**src/rtl/mboot_pkg.sv**
```systemverilog
// Shared types for the measured-boot sequencer.
// Assumes: nothing beyond IEEE 1800-2017 enums.
package mboot_pkg;

    typedef enum logic [2:0] {
        BS_IDLE  = 3'd0,
        BS_LOAD  = 3'd1,
        BS_HASH  = 3'd2,
        BS_SIGN  = 3'd3,
        BS_TINIT = 3'd4,
        BS_PCRW  = 3'd5,
        BS_RUN   = 3'd6,
        BS_FAULT = 3'd7
    } boot_st_e;

endpackage

```
**src/rtl/mboot_seq.sv**
```systemverilog
// Boot step sequencer: walks load, hash, sign, TPM init and PCR0 write,
// bounds each wait with a timeout and aborts on tamper.
// Assumes: acknowledges are one-cycle or level signals sampled while the
// matching request is high; start_req is honoured only in idle, run or fault.
module mboot_seq
    import mboot_pkg::*;
#(
    parameter int TO_LIMIT = 1024
) (
    input  logic clk,
    input  logic rst_n,
    input  logic start_req,
    input  logic tamper,
    input  logic key_valid,
    input  logic root_load_done,
    input  logic hash_done,
    input  logic sign_done,
    input  logic tpm_init_ack,
    input  logic pcr_wr_ack,
    output logic root_load_start,
    output logic hash_start,
    output logic sign_start,
    output logic tpm_init_req,
    output logic pcr_wr_req,
    output logic fw_stall,
    output logic run_mode,
    output logic clr_regs,
    output logic cap_digest,
    output logic cap_sig
);
    localparam int CW = $clog2(TO_LIMIT) + 1;

    boot_st_e      st_q, st_d;
    logic [CW-1:0] wcnt_q;
    logic          waiting, step_done, timed_out, can_start;

    // Which acknowledge belongs to the current step.
    always_comb begin
        waiting   = 1'b1;
        step_done = 1'b0;
        unique case (st_q)
            BS_LOAD:  step_done = root_load_done;
            BS_HASH:  step_done = hash_done;
            BS_SIGN:  step_done = sign_done;
            BS_TINIT: step_done = tpm_init_ack;
            BS_PCRW:  step_done = pcr_wr_ack;
            default:  waiting   = 1'b0;
        endcase
    end

    assign timed_out = waiting && (wcnt_q == CW'(TO_LIMIT - 1));
    assign can_start = (st_q == BS_IDLE) || (st_q == BS_RUN) || (st_q == BS_FAULT);

    // Next-state choice; tamper overrides everything.
    always_comb begin
        st_d       = st_q;
        clr_regs   = 1'b0;
        cap_digest = 1'b0;
        cap_sig    = 1'b0;
        if (tamper) begin
            st_d = BS_FAULT;
        end else if (can_start) begin
            if (start_req) begin
                clr_regs = 1'b1;
                st_d     = key_valid ? BS_LOAD : BS_FAULT;
            end
        end else if (step_done) begin
            unique case (st_q)
                BS_LOAD:  st_d = BS_HASH;
                BS_HASH:  begin st_d = BS_SIGN; cap_digest = 1'b1; end
                BS_SIGN:  begin st_d = BS_TINIT; cap_sig = 1'b1; end
                BS_TINIT: st_d = BS_PCRW;
                default:  st_d = BS_RUN;
            endcase
        end else if (timed_out) begin
            st_d = BS_FAULT;
        end
    end

    // State register.
    always_ff @(posedge clk) begin
        if (!rst_n) st_q <= BS_IDLE;
        else        st_q <= st_d;
    end

    // Wait counter: restarts on every state change, counts while waiting.
    always_ff @(posedge clk) begin
        if (!rst_n)             wcnt_q <= '0;
        else if (st_d != st_q)  wcnt_q <= '0;
        else if (waiting)       wcnt_q <= wcnt_q + 1'b1;
    end

    assign root_load_start = (st_q == BS_LOAD);
    assign hash_start      = (st_q == BS_HASH);
    assign sign_start      = (st_q == BS_SIGN);
    assign tpm_init_req    = (st_q == BS_TINIT);
    assign pcr_wr_req      = (st_q == BS_PCRW);
    assign run_mode        = (st_q == BS_RUN);
    assign fw_stall        = !run_mode;

    p_order_r2: assert property (@(posedge clk) disable iff (!rst_n)
        $rose(hash_start) |-> $past(root_load_done));
    p_onehot_req_r2: assert property (@(posedge clk) disable iff (!rst_n)
        $onehot0({root_load_start, hash_start, sign_start, tpm_init_req, pcr_wr_req}));
    p_stall_release_r6: assert property (@(posedge clk) disable iff (!rst_n)
        $fell(fw_stall) |-> $past(pcr_wr_req && pcr_wr_ack));
    p_tamper_fault_r8: assert property (@(posedge clk) disable iff (!rst_n)
        tamper |=> (fw_stall && !pcr_wr_req && !sign_start));
    p_wait_bound_r9: assert property (@(posedge clk) disable iff (!rst_n)
        waiting |-> (wcnt_q < CW'(TO_LIMIT)));
    p_nokey_r12: assert property (@(posedge clk) disable iff (!rst_n)
        (start_req && can_start && !key_valid && !tamper) |=> (!root_load_start && fw_stall));

endmodule

```
**src/rtl/mboot_vault.sv**
```systemverilog
// Holds the volatile signing key and the readback digest and signature.
// Assumes: tamper has priority over key_load; clr and the captures never
// coincide (the sequencer issues them in different states).
module mboot_vault #(
    parameter int DIG_W = 32,
    parameter int SIG_W = 32,
    parameter int KEY_W = 32
) (
    input  logic             clk,
    input  logic             rst_n,
    input  logic             tamper,
    input  logic             key_load,
    input  logic [KEY_W-1:0] key_seed,
    input  logic             clr,
    input  logic             cap_digest,
    input  logic             cap_sig,
    input  logic [DIG_W-1:0] hash_value,
    input  logic [SIG_W-1:0] sign_value,
    output logic [DIG_W-1:0] digest,
    output logic [SIG_W-1:0] sig,
    output logic [KEY_W-1:0] sign_key,
    output logic             key_valid
);
    logic [KEY_W-1:0] key_q;
    logic             kv_q;

    // Key register: wiped by tamper or reset, filled by key_load.
    always_ff @(posedge clk) begin
        if (!rst_n || tamper) begin
            key_q <= '0;
            kv_q  <= 1'b0;
        end else if (key_load) begin
            key_q <= key_seed;
            kv_q  <= 1'b1;
        end
    end

    // Digest readback register.
    always_ff @(posedge clk) begin
        if (!rst_n || clr)  digest <= '0;
        else if (cap_digest) digest <= hash_value;
    end

    // Signature readback register.
    always_ff @(posedge clk) begin
        if (!rst_n || clr) sig <= '0;
        else if (cap_sig)  sig <= sign_value;
    end

    assign sign_key  = tamper ? '0 : key_q;
    assign key_valid = kv_q;

    p_keywipe_r8: assert property (@(posedge clk) disable iff (!rst_n)
        tamper |=> (!key_valid && sign_key == '0));
    p_clear_r10: assert property (@(posedge clk) disable iff (!rst_n)
        clr |=> (digest == '0 && sig == '0));
    p_hold_r7: assert property (@(posedge clk) disable iff (!rst_n)
        (!clr && !cap_digest && !cap_sig) |=> ($stable(digest) && $stable(sig)));

endmodule

```
**src/rtl/mboot_tpm_gate.sv**
```systemverilog
// Host-to-TPM transaction gate: holds everything before run, refuses
// startup commands and forwards the rest once running.
// Assumes: the host keeps h_valid and h_startup steady until h_ready.
module mboot_tpm_gate (
    input  logic clk,
    input  logic rst_n,
    input  logic run_mode,
    input  logic h_valid,
    input  logic h_startup,
    input  logic t_ready,
    output logic h_ready,
    output logic h_err,
    output logic t_valid
);
    logic refuse;

    // Startup commands are answered locally once running.
    assign refuse  = run_mode && h_valid && h_startup;
    assign t_valid = run_mode && h_valid && !h_startup;
    assign h_ready = refuse || (t_valid && t_ready);
    assign h_err   = refuse;

    p_block_r3: assert property (@(posedge clk) disable iff (!rst_n)
        !run_mode |-> (!t_valid && !h_ready && !h_err));
    p_reject_r4: assert property (@(posedge clk) disable iff (!rst_n)
        (run_mode && h_valid && h_startup) |-> (h_ready && h_err && !t_valid));
    p_pass_r5: assert property (@(posedge clk) disable iff (!rst_n)
        (run_mode && !h_startup) |-> (t_valid == h_valid && h_ready == (h_valid && t_ready) && !h_err));

endmodule

```
**src/rtl/mboot_gate.sv**
```systemverilog
// Top: measured-boot sequencer, key and readback vault, and TPM gate.
// Assumes: external engines follow the request/acknowledge levels and
// PCR_W does not exceed SIG_W.
module mboot_gate
    import mboot_pkg::*;
#(
    parameter int DIG_W    = 32,
    parameter int SIG_W    = 32,
    parameter int KEY_W    = 32,
    parameter int PCR_W    = 16,
    parameter int TO_LIMIT = 1024
) (
    input  logic             clk,
    input  logic             rst_n,
    input  logic             start_req,
    input  logic             tamper,
    input  logic             key_load,
    input  logic [KEY_W-1:0] key_seed,
    output logic             root_load_start,
    input  logic             root_load_done,
    output logic             hash_start,
    input  logic             hash_done,
    input  logic [DIG_W-1:0] hash_value,
    output logic             sign_start,
    input  logic             sign_done,
    input  logic [SIG_W-1:0] sign_value,
    output logic [KEY_W-1:0] sign_key,
    output logic             tpm_init_req,
    input  logic             tpm_init_ack,
    output logic             pcr_wr_req,
    output logic [PCR_W-1:0] pcr_wr_data,
    input  logic             pcr_wr_ack,
    output logic             fw_stall,
    input  logic             h_valid,
    input  logic             h_startup,
    output logic             h_ready,
    output logic             h_err,
    output logic             t_valid,
    input  logic             t_ready,
    output logic [DIG_W-1:0] rd_digest,
    output logic [SIG_W-1:0] rd_sig
);
    localparam int PCR_LSB = SIG_W - PCR_W;

    logic key_valid, run_mode, clr_regs, cap_digest, cap_sig;

    mboot_seq #(.TO_LIMIT(TO_LIMIT)) u_seq (
        .clk(clk), .rst_n(rst_n), .start_req(start_req), .tamper(tamper),
        .key_valid(key_valid), .root_load_done(root_load_done),
        .hash_done(hash_done), .sign_done(sign_done),
        .tpm_init_ack(tpm_init_ack), .pcr_wr_ack(pcr_wr_ack),
        .root_load_start(root_load_start), .hash_start(hash_start),
        .sign_start(sign_start), .tpm_init_req(tpm_init_req),
        .pcr_wr_req(pcr_wr_req), .fw_stall(fw_stall), .run_mode(run_mode),
        .clr_regs(clr_regs), .cap_digest(cap_digest), .cap_sig(cap_sig)
    );

    mboot_vault #(.DIG_W(DIG_W), .SIG_W(SIG_W), .KEY_W(KEY_W)) u_vault (
        .clk(clk), .rst_n(rst_n), .tamper(tamper), .key_load(key_load),
        .key_seed(key_seed), .clr(clr_regs), .cap_digest(cap_digest),
        .cap_sig(cap_sig), .hash_value(hash_value), .sign_value(sign_value),
        .digest(rd_digest), .sig(rd_sig), .sign_key(sign_key),
        .key_valid(key_valid)
    );

    mboot_tpm_gate u_gate (
        .clk(clk), .rst_n(rst_n), .run_mode(run_mode), .h_valid(h_valid),
        .h_startup(h_startup), .t_ready(t_ready), .h_ready(h_ready),
        .h_err(h_err), .t_valid(t_valid)
    );

    // Measurement for PCR0: the upper part of the held signature.
    assign pcr_wr_data = rd_sig[SIG_W-1:PCR_LSB];

    p_pcr_after_sig_r11: assert property (@(posedge clk) disable iff (!rst_n)
        $rose(pcr_wr_req) |-> $past(tpm_init_ack));
    p_stall_gate_r3: assert property (@(posedge clk) disable iff (!rst_n)
        fw_stall |-> (!t_valid && !h_ready));

endmodule

```
**config.mk**
```make
export PLATFORM = sky130hd
export DESIGN_NAME = mboot_gate
export DESIGN_NICKNAME = d
export VERILOG_FILES = /design/src/rtl/mboot_pkg.sv /design/src/rtl/mboot_seq.sv /design/src/rtl/mboot_vault.sv /design/src/rtl/mboot_tpm_gate.sv /design/src/rtl/mboot_gate.sv
export SDC_FILE = /design/constraint.sdc
export NUM_CORES = 1
export LEC_CHECK = 0
export BUFFER_PORTS_ARGS = -buffer_cell sky130_fd_sc_hd__buf_2
export CAP_MARGIN = 20
export CORE_MARGIN = 2
export CORE_UTILIZATION = 50
export CTS_CLUSTER_SIZE = 12
export DETAILED_ROUTE_END_ITERATION = 6
export PLACE_DENSITY = 0.92
export REMOVE_ABC_BUFFERS = 1
export SLEW_MARGIN = 20
export SYNTH_ARGS = -nofsm -noshare
export SYNTH_HDL_FRONTEND = slang
export SYNTH_SLANG_ARGS = --single-unit
```
**constraint.sdc**
```tcl
create_clock -name clk -period 3.2 [get_ports clk]
set_clock_uncertainty 0.15 [all_clocks]
set_input_delay 0.64 -clock clk [delete_from_list [all_inputs] [get_ports clk]]
set_output_delay 0.64 -clock clk [all_outputs]
set_load 0.01 [all_outputs]
```
==> results by group, run 1 <==
Synth
  – Syn_area_per_cell: ~9 µm²
  – Yosys cell types: 43
  – Post-Syn Area: 4750 µm²
  – Register area share after synthesis: 0.468
  – Number of synthesized flops with an enable pin: 0
  – Ys async rst share: 0
  – Top FF cell, synth: dfxtp_1
  – Ys Warns: 0
  – Yosys reg bits: approximately 110
  – Post-Synthesis Cells: between 500 and 600

Power and ir drop
  – Worst VDD drop: 0.289 mV
  – P_leak: roughly 2.8 nW
  – PwrDens: around 440 nW/µm²

Route
  – Initial DRC count: 152
  – DRC viols: 0
  – Via count: approximately 4400
  – Top Metal Used: met4
  – WL met1: around 4.7 mm
  – Vias per std cell: between 5 and 6
  – TritonRoute pass-1 iters: 4
  – Metal3 WL: 917 µm
  – Antenna viol nets, final: 0
  – Routed WL: around 12 mm
  – Length of routed met2 wiring: ~6.4 mm
  – WL/cell: approximately 14 µm

Die
  – FP Rows: 35
  – Starting Density: 0.514
  – Core ar.: 9240 µm²
  – Die Area: between 10000 and 15000 µm²
  – Die width: around 100 µm
  – Die Ht: ~100 µm
  – Boundary Pins: between 200 and 250

Clocking
  – Clock buffer depth: 2
  – CTS tree: done
  – CTS resizes: 0
  – H-tree depth: 3
  – Root buffer cell: clkbuf_8
  – # Post-CTS Setup Buffers: 0
  – Clock Latency Late Sink: 0.36 ns
  – CTS Hold Buffers Added: 0
  – Clock transition at the registers of the reported paths: around 0.11 ns
  – CTS sink cnt: ~110
  – CTS buffer count: 9

Timing
  – Slew margin rel.: 0.385
  – Setup violators final: 0
  – Setup TNS: 0 ns
  – Final Hold Vio Count: 0
  – Slew Limit Fails: 0
  – Final period util: 0.846
  – Fmax: 0.369 GHz
  – Worst slew pin tran: a little over 0.9 ns
  – RSZ-0062 raised after global routing: false
  – Fin crit period: between 2 and 3 ns

Global routing
  – Vias in the first global route: a little over 4000
  – Global-route wire length before repair: 18.9 mm
  – Largest net degree at the start of global routing: 42
  – Initial antenna violation count: 0
  – GR Overflow Total: 0
  – GRT Resource Usage Total: 0.228

Placement
  – Port bufs: ~230
  – GPL Wtd Cong: around 0.9
  – DP Cell Count: 852
  – Dpl hpwl: 9.20 mm

Critical path
  – Worst Setup End Kind: output pin
  – Critical path class: reg2out
  – Critical path launch point type: flip-flop
  – Critical Path AT: around 1.9 ns
  – Flop-to-flop setup slack: about 0.57 ns
  – R2R Path Start: u_seq.st_q[2]
  – R2r endpoint: u_vault.sig[2]
  – FF-to-FF path depth: 7
  – CP max FO: 17
  – CP required: roughly 2.4 ns

Finish
  – Final cell count without fillers: between 800 and 900
  – ANT cells: 0
  – Syn-to-layout area delta: 27.8%
  – Total Nets Final: about 840
  – Fill cell count: about 740
  – Share of cells above drive strength 1: 0.367

Worst hold path
  – Hold/Removal Path Class: reg2reg
  – Hold depth: 2
  – Hold path endpoint: u_vault.digest[13]
  – Hold Crit Start: u_vault.digest[13]

Status
  – Outcome: finished, final reports clean

Run
  – Max Cap Viol: 0
-- how the worst max path moves through the flow --
stage                       start               to  cells after the start
global placement           tamper  u_seq.wcnt_q[2]                      6
CTS                 u_seq.st_q[1]          t_valid                      4
floorplan               sign_done   u_vault.sig[0]                      6
detailed placement         tamper  u_seq.wcnt_q[2]                      6
finish              u_seq.st_q[1]          t_valid                      4
global route        u_seq.st_q[2]   u_vault.sig[4]                      7
-- kinds of logic (layout without fill, tap and decap cells) --
logic type | count (synthesis) | after routing | synth area share
AOI/OAI and AO/OA | 59 | 59 | 0.0746
xor gates and xnor gates | 10 | 10 | 0.0185
DFF | 111 | 111 | 0.468
adders and majority gates | 1 | 1 | 0.00264
muxes | 67 | 67 | 0.141
buffers and inverters | 55 | 256 | 0.0596
and+or+nand+nor | 235 | 235 | 0.235
-- metal layers --
layer,up-vias,GRT usage
met5,-,0
met4,0,0.0821
met3,24,0.0614
met2,168,0.418
met1,2018,0.252
li1,2149,-
-- power breakdown --
part	switching (W)	internal [W]
Sequential	0.0000312	0.00141
Combinational	0.000194	0.000153
Clock	0.000503	0.000350
-- per-stage QoR --
stage	total power [W]	hold slack (ns)	setup WS, ns	util	instance area (µm²)
finish	0.00264	0.306	0.493	0.656	6060
global route	0.00275	0.328	0.340	0.656	6060
CTS	0.00266	0.307	0.507	0.656	6060
detailed placement	0.00182	0.293	0.536	0.634	5860
global placement	0.00180	0.289	0.691	0.634	5860
floorplan	0.00165	0.302	0.327	-	4480
-- flip-flops by register name (all words and copies together), names as in the netlist --
name,count
u_vault.key_valid,1
u_vault.sig,32
u_vault.key_q,32
u_vault.digest,32
u_seq.wcnt_q,11
u_seq.st_q,3
-- cells in the final DEF (no fill, tap or decap), types with 4 or more instances in the layout --
| master | count |
|---|---|
| buf_2 | 229 |
| dfxtp_1 | 111 |
| nor2_1 | 81 |
| nand2_1 | 77 |
| mux2i_1 | 67 |
| nor2b_1 | 34 |
| a21oi_1 | 33 |
| nor3_2 | 11 |
| clkbuf_8 | 11 |
| o21ai_0 | 9 |
| nand3_1 | 7 |
| xnor2_1 | 7 |
| nand2b_1 | 6 |
| inv_1 | 5 |
| buf_4 | 5 |
| nor3_1 | 4 |
-- area by class of cell --
class                   count  area, µm²  area share
multi-input cells         372       2250       0.371
flip-flops and latches    111       2220       0.366
repair buffers            235       1200       0.198
well taps                 129        161      0.0266
clock buffers              11        151      0.0250
clock inverters             5       56.3     0.00928
inverters                   5       18.8     0.00309
-- worst max-delay path: stages, from the launching register on --
cell and delay, ns:
dfxtp_1 0.64, nor2b_1 0.37, nand3_1 0.18, nor2_1 0.18, buf_2 0.17
-- cell usage after synthesis (2+ instances only) --
| cell | instances | area, µm² |
|---|---|---|
| a21o_1 | 3 | 22.5 |
| clkbuf_1 | 23 | 86.3 |
| o21ai_0 | 9 | 45.0 |
| and2_1 | 2 | 12.5 |
| nand3_1 | 7 | 35.0 |
| nand4b_1 | 2 | 17.5 |
| o21a_1 | 3 | 22.5 |
| a21oi_1 | 33 | 165 |
| nor3_2 | 11 | 110 |
| buf_1 | 3 | 11.3 |
| nand2b_1 | 6 | 37.5 |
| buf_2 | 7 | 35.0 |
| mux2i_1 | 67 | 671 |
| dfxtp_1 | 111 | 2220 |
| buf_4 | 16 | 120 |
| nor2_1 | 82 | 308 |
| a31oi_1 | 2 | 12.5 |
| xnor2_1 | 7 | 61.3 |
| xor2_1 | 3 | 26.3 |
| inv_1 | 5 | 18.8 |
| nor2b_1 | 34 | 213 |
| nor3_1 | 4 | 20.0 |
| nand2_1 | 78 | 293 |
Power figures use the tool's default switching activity.
==> run 2, diff against run 1 <==
--- a/config.mk
+++ b/config.mk
@@ -8,10 +8,10 @@
 export BUFFER_PORTS_ARGS = -buffer_cell sky130_fd_sc_hd__buf_2
 export CAP_MARGIN = 20
 export CORE_MARGIN = 2
-export CORE_UTILIZATION = 50
+export CORE_UTILIZATION = 46
 export CTS_CLUSTER_SIZE = 12
 export DETAILED_ROUTE_END_ITERATION = 6
-export PLACE_DENSITY = 0.92
+export PLACE_DENSITY = 0.86
 export REMOVE_ABC_BUFFERS = 1
 export SLEW_MARGIN = 20
 export SYNTH_ARGS = -nofsm -noshare
==> constraint.sdc (replaced) <==
create_clock -name clk -period 2.5 [get_ports clk]
set_clock_uncertainty 0.15 [all_clocks]
set_input_delay 0.5 -clock clk [delete_from_list [all_inputs] [get_ports clk]]
set_output_delay 0.5 -clock clk [all_outputs]
set_load 0.01 [all_outputs]
==> results by group, run 2 (synthesis gave the netlist of run 1 again) <==
Die
  – Die width: ~110 µm
  – FP Rows: 37
  – Boundary Pins: 230
  – Die Ht: about 110 µm
  – Die Area: ~11000 µm²
  – Starting Density: 0.466
  – Core ar.: approximately 10000 µm²

Clocking
  – CTS Hold Buffers Added: 0
  – CTS tree: done
  – Clock transition at the registers of the reported paths: approximately 0.12 ns
  – CTS buffer count: 9
  – Root buffer cell: clkbuf_8
  – Clock Latency Late Sink: approximately 0.35 ns
  – CTS sink cnt: roughly 110
  – Clock buffer depth: 2
  – H-tree depth: 3

Critical path
  – R2R Path Start: u_seq.st_q[0]
  – R2r endpoint: u_seq.wcnt_q[2]
  – CP max FO: 10
  – CP max stage delay: 0.44 ns
  – Flop-to-flop setup slack: approximately 0.26 ns
  – FF-to-FF path depth: 7
  – Crit path max-delay family: simple AND/OR/NAND/NOR gates
  – Slowest cell on crit path: dfxtp_2
  – CP required: between 1.5 and 2 ns
  – Critical path class: reg2out
  – CP Buf/Inv Count: 2
  – Worst Setup End Kind: output pin
  – Critical path launch point type: flip-flop
  – Crit path cell chain: buf_4 > nor2b_1 > nand3_1 > nor2_1 > buf_2
  – Critical Path AT: between 1.5 and 2 ns
  – CP startpoint: u_seq.st_q[1]

Finish
  – Most common cell after layout, fill and taps aside: buf_2
  – Total Nets Final: 850
  – Layout Utilization: 0.600
  – Final instance area: 6110 µm²
  – Syn-to-layout area delta: 28.8%
  – ANT cells: 0
  – Biggest regs: u_vault.digest x32, u_vault.key_q x32, u_vault.sig x32
  – Most frequent cells in the layout: 229 x buf_2, 110 x dfxtp_1, 81 x nor2_1, 77 x nand2_1, 67 x mux2i_1
  – Share of cells above drive strength 1: 0.372
  – Final cell count without fillers: 881

Global routing
  – Initial antenna violation count: 0
  – Global-route wire length before repair: 18.1 mm
  – GRT Resource Usage Total: 0.196
  – Vias in the first global route: approximately 4000
  – GR Overflow Total: 0
  – Largest net degree at the start of global routing: 65

Placement
  – Port bufs: about 230
  – DP Cell Count: 865
  – Area post-placement: between 5000 and 6000 µm²
  – Dpl hpwl: 8.12 mm
  – Pre-CTS setup slack: about 0.26 ns
  – GPL Wtd Cong: 0.889

Power and ir drop
  – Comb pwr share: 0.139
  – Sw Ratio: 0.277
  – Cell-internal power: between 0.002 and 0.0025 W
  – Sequential Power Share: 0.552
  – Switching pwr: a little over 0.0009 W
  – PwrDens: 542 nW/µm²
  – Worst VDD drop: 0.399 mV
  – P_leak: 2.84 nW
  – Clk pwr share: 0.309

Timing
  – Setup violators final: 0
  – Setup ws final: 0.190 ns
  – Final period util: 0.924
  – Fmax: 0.433 GHz
  – RSZ-0062 raised after global routing: false
  – Final Hold Vio Count: 0
  – Slew Limit Fails: 0
  – Slew margin rel.: 0.587
  – Worst slew pin tran: around 0.61 ns
  – Fin crit period: ~2.3 ns
  – Hold slack final: between 0.2 and 0.25 ns

Route
  – Via count: 4289
  – Initial DRC count: around 190
  – Antenna viol nets, final: 0
  – WL/cell: 12.7 µm
  – TritonRoute pass-1 iters: 4
  – Vias per std cell: ~4.9
  – DRC viols: 0
  – Routed WL: 11.2 mm

Worst hold path
  – Hold depth: 3
  – Hold path endpoint: u_vault.digest[21]
  – Hold/Removal Path Class: in2reg
  – Hold Crit Start: hash_value[21]

Status
  – Outcome: finished, final reports clean

Run
  – Max Cap Viol: 0
## run 2: cell types whose count changed in the layout (fill, tap and decap cells not counted), sizes merged
cell | previous run | this run
clkinv | 1 | 2
clkbuf | 11 | 10
buf | 235 | 241
## run 2: layer usage
layer	global-route usage	up-vias	part of all wire
met5	0	-	0
met4	0.0508	0	0.014
met3	0.0612	15	0.081
met2	0.336	164	0.48
met1	0.238	1948	0.42
li1	-	2162	-
## run 2: worst reg2reg max path, stage by stage (launching register included)
cell	delay [ns]
dfxtp_1	0.51
mux2i_1	0.26
o22ai_2	0.16
or3b_2	0.47
o211ai_2	0.07
o211ai_1	0.10
buf_4	0.21
nor3b_1	0.21
## run 2: layout make-up
cell class | count | area, µm²
fill | 913 | 4070
sequential | 111 | 2220
timing repair buffer | 241 | 1260
tap | 136 | 170
clock buffer | 10 | 128
inverter | 5 | 18.8
multi-input combinational | 372 | 2250
clock inverter | 6 | 58.8
## run 2: metrics by stage
stage	power, W	setup TNS (ns)
final	0.00331	0
after global routing	0.00349	0
after CTS	0.00336	0
after detailed placement	0.00233	0
after global placement	0.00232	0
after floorplan	0.00211	-12.76
## run 2: how the worst max path moves through the flow
stage | cells after the start | to | slack, ns
2_1_floorplan | 6 | u_vault.sig[0] | -0.36
3_5_place_dp | 7 | u_seq.wcnt_q[2] | 0.26
4_1_cts | 5 | h_err | 0.07
6_report | 5 | h_err | 0.19
5_1_grt | 5 | h_err | 0.04
3_3_place_gp | 7 | u_seq.wcnt_q[2] | 0.29
## run 2: timing repair
action,CTS,global route
setup endpoints to repair,0,3
gates resized for setup,0,1
buffers inserted,0,0
## run 2: power groups by stage
stage	combinational, W	clock (W)	sequential (W)
finish	0.000460	0.00102	0.00183
global route	0.000506	0.00114	0.00184
CTS	0.000460	0.00107	0.00183
detailed placement	0.000458	0	0.00187
global placement	0.000453	0	0.00187
floorplan	0.000232	0	0.00188
==> run 3, diff against run 2 <==
--- a/config.mk
+++ b/config.mk
@@ -8,10 +8,10 @@
 export BUFFER_PORTS_ARGS = -buffer_cell sky130_fd_sc_hd__buf_2
 export CAP_MARGIN = 20
 export CORE_MARGIN = 2
-export CORE_UTILIZATION = 46
+export CORE_UTILIZATION = 45
 export CTS_CLUSTER_SIZE = 12
 export DETAILED_ROUTE_END_ITERATION = 6
-export PLACE_DENSITY = 0.86
+export PLACE_DENSITY = 0.84
 export REMOVE_ABC_BUFFERS = 1
 export SLEW_MARGIN = 20
 export SYNTH_ARGS = -nofsm -noshare
==> results by group, run 3 (synthesis gave the netlist of run 1 again) <==
Route
  – Antenna viol nets, final: 0
  – Routed WL: ~12 mm
  – Initial DRC count: 168
  – DRC viols: 0
  – WL/cell: roughly 13 µm
  – Via count: roughly 4300
  – Vias per std cell: between 4 and 5
  – TritonRoute pass-1 iters: 4

Critical path
  – Crit path depth: 5
  – Crit path max-delay family: simple AND/OR/NAND/NOR gates
  – Critical path class: reg2out
  – Critical Path AT: around 1.6 ns
  – CP startpoint: u_seq.st_q[0]
  – Worst Setup End Kind: output pin
  – Crit path cell chain: buf_4 > nor2b_1 > nand3_1 > nor2_1 > buf_2
  – CP Buf/Inv Count: 2
  – Critical path launch point type: flip-flop
  – CP max FO: 10
  – CP required: 1.85 ns
  – FF-to-FF path depth: 7
  – Slowest cell on crit path: dfxtp_1
  – CP max stage delay: around 0.4 ns
  – R2R Path Start: u_seq.st_q[1]

Timing
  – Final period util: 0.901
  – Worst slew pin tran: between 0.6 and 0.7 ns
  – Slew Limit Fails: 0
  – Slew margin rel.: 0.562
  – Fin crit period: 2.25 ns
  – Final Hold Vio Count: 0
  – Hold slack final: roughly 0.21 ns
  – Setup ws final: about 0.25 ns
  – Setup TNS: 0 ns
  – Fmax: ~0.44 GHz
  – RSZ-0062 raised after global routing: false
  – Setup violators final: 0

Clocking
  – CTS Hold Buffers Added: 0
  – Clock transition at the registers of the reported paths: around 0.11 ns
  – Root buffer cell: clkbuf_8
  – CTS buffer count: 9
  – CTS sink cnt: 111
  – CTS tree: done
  – # Post-CTS Setup Buffers: 0
  – Clock buffer depth: 2
  – Clock Latency Late Sink: ~0.35 ns
  – H-tree depth: 3

Die
  – Core ar.: 10300 µm²
  – Die width: ~110 µm
  – Die Ht: roughly 110 µm
  – Die Area: 11400 µm²
  – FP Rows: 37
  – Starting Density: 0.462
  – Boundary Pins: 230

Power and ir drop
  – Sequential Power Share: 0.532
  – Cell-internal power: between 0.002 and 0.003 W
  – Switching pwr: roughly 0.00092 W
  – Comb pwr share: 0.135
  – Worst VDD drop: ~0.42 mV
  – Sw Ratio: 0.266
  – PwrDens: about 560 nW/µm²
  – P_leak: around 2.9 nW
  – Clk pwr share: 0.333

Placement
  – Pre-CTS setup slack: about 0.23 ns
  – GPL Wtd Cong: approximately 0.87
  – Port bufs: 229
  – Dpl hpwl: 8.67 mm

Global routing
  – Largest net degree at the start of global routing: 39
  – Vias in the first global route: between 4000 and 5000
  – GR Overflow Total: 0
  – GRT Resource Usage Total: 0.201
  – Initial antenna violation count: 0
  – Global-route wire length before repair: around 19 mm

Worst hold path
  – Hold/Removal Path Class: in2reg
  – Hold depth: 3
  – Hold Crit Start: hash_value[1]

Finish
  – ANT cells: 0
  – Total Nets Final: 850
  – Biggest regs: u_vault.digest x32, u_vault.key_q x32, u_vault.sig x32
  – Syn-to-layout area delta: 30.2%
  – Share of cells above drive strength 1: 0.373
  – Most frequent cells in the layout: 229 x buf_2, 110 x dfxtp_1, 81 x nor2_1, 77 x nand2_1, 67 x mux2i_1
  – Most common cell after layout, fill and taps aside: buf_2

Run
  – Max Cap Viol: 0

Status
  – Outcome: finished, final reports clean
## run 3: changes by cell type in the layout (fill, tap and decap cells not counted), sizes merged
cell / delta
bufinv: +1
clkinv: -1
## run 3: stage by stage
stage / total power, W / instance area (µm²) / util / instances
floorplan: 0.00211 / 4480 / - / 488
global placement: 0.00233 / 5960 / 0.580 / 865
detailed placement: 0.00234 / 5960 / 0.580 / 865
CTS: 0.00349 / 6180 / 0.601 / 881
global route: 0.00363 / 6180 / 0.601 / 881
finish: 0.00344 / 6180 / 0.601 / 881
## run 3: layer usage
layer	wire, µm	up-vias	global-route usage
li1	-	2161	-
met1	4750	1931	0.232
met2	5760	154	0.355
met3	802	20	0.0602
met4	215	0	0.0677
met5	0	-	0
## run 3: worst reg2reg max path, cell delays in order, from the launching register on
cell	delay, ns
dfxtp_2	0.41
and2_1	0.26
nor2_1	0.40
nor2_1	0.10
nand2_1	0.13
nand2_2	0.22
buf_4	0.27
a21oi_1	0.17
## run 3: final cells by class
| class | instances | area (µm²) |
|---|---|---|
| Tap cell | 136 | 170 |
| Fill cell | 940 | 4100 |
| Clock inverter | 6 | 81.3 |
| Inverter | 5 | 18.8 |
| Timing Repair Buffer | 241 | 1300 |
| Clock buffer | 10 | 138 |
| Multi-Input combinational cell | 372 | 2250 |
| Sequential cell | 111 | 2220 |
## run 3: path summary, 6_finish.rpt
| kind | end | slack (ns) |
|---|---|---|
| min reg2reg | u_vault.digest[8] | 0.31 |
| max | h_ready | 0.25 |
| max reg2reg | u_vault.digest[17] | 0.30 |
| min | u_vault.digest[1] | 0.21 |
## run 3: repair_timing
action	4_1_cts	5_1_grt
hold endpoints to repair	0	0
setup endpoints to repair	0	4
gates resized for setup	0	1
## run 3: power by group through the flow
| stage | clock, W | sequential [W] | combinational [W] |
|---|---|---|---|
| after global routing | 0.00127 | 0.00184 | 0.000515 |
| after detailed placement | 0 | 0.00187 | 0.000469 |
| after CTS | 0.00119 | 0.00183 | 0.000471 |
| after floorplan | 0 | 0.00188 | 0.000232 |
| final | 0.00115 | 0.00183 | 0.000466 |
| after global placement | 0 | 0.00187 | 0.000464 |
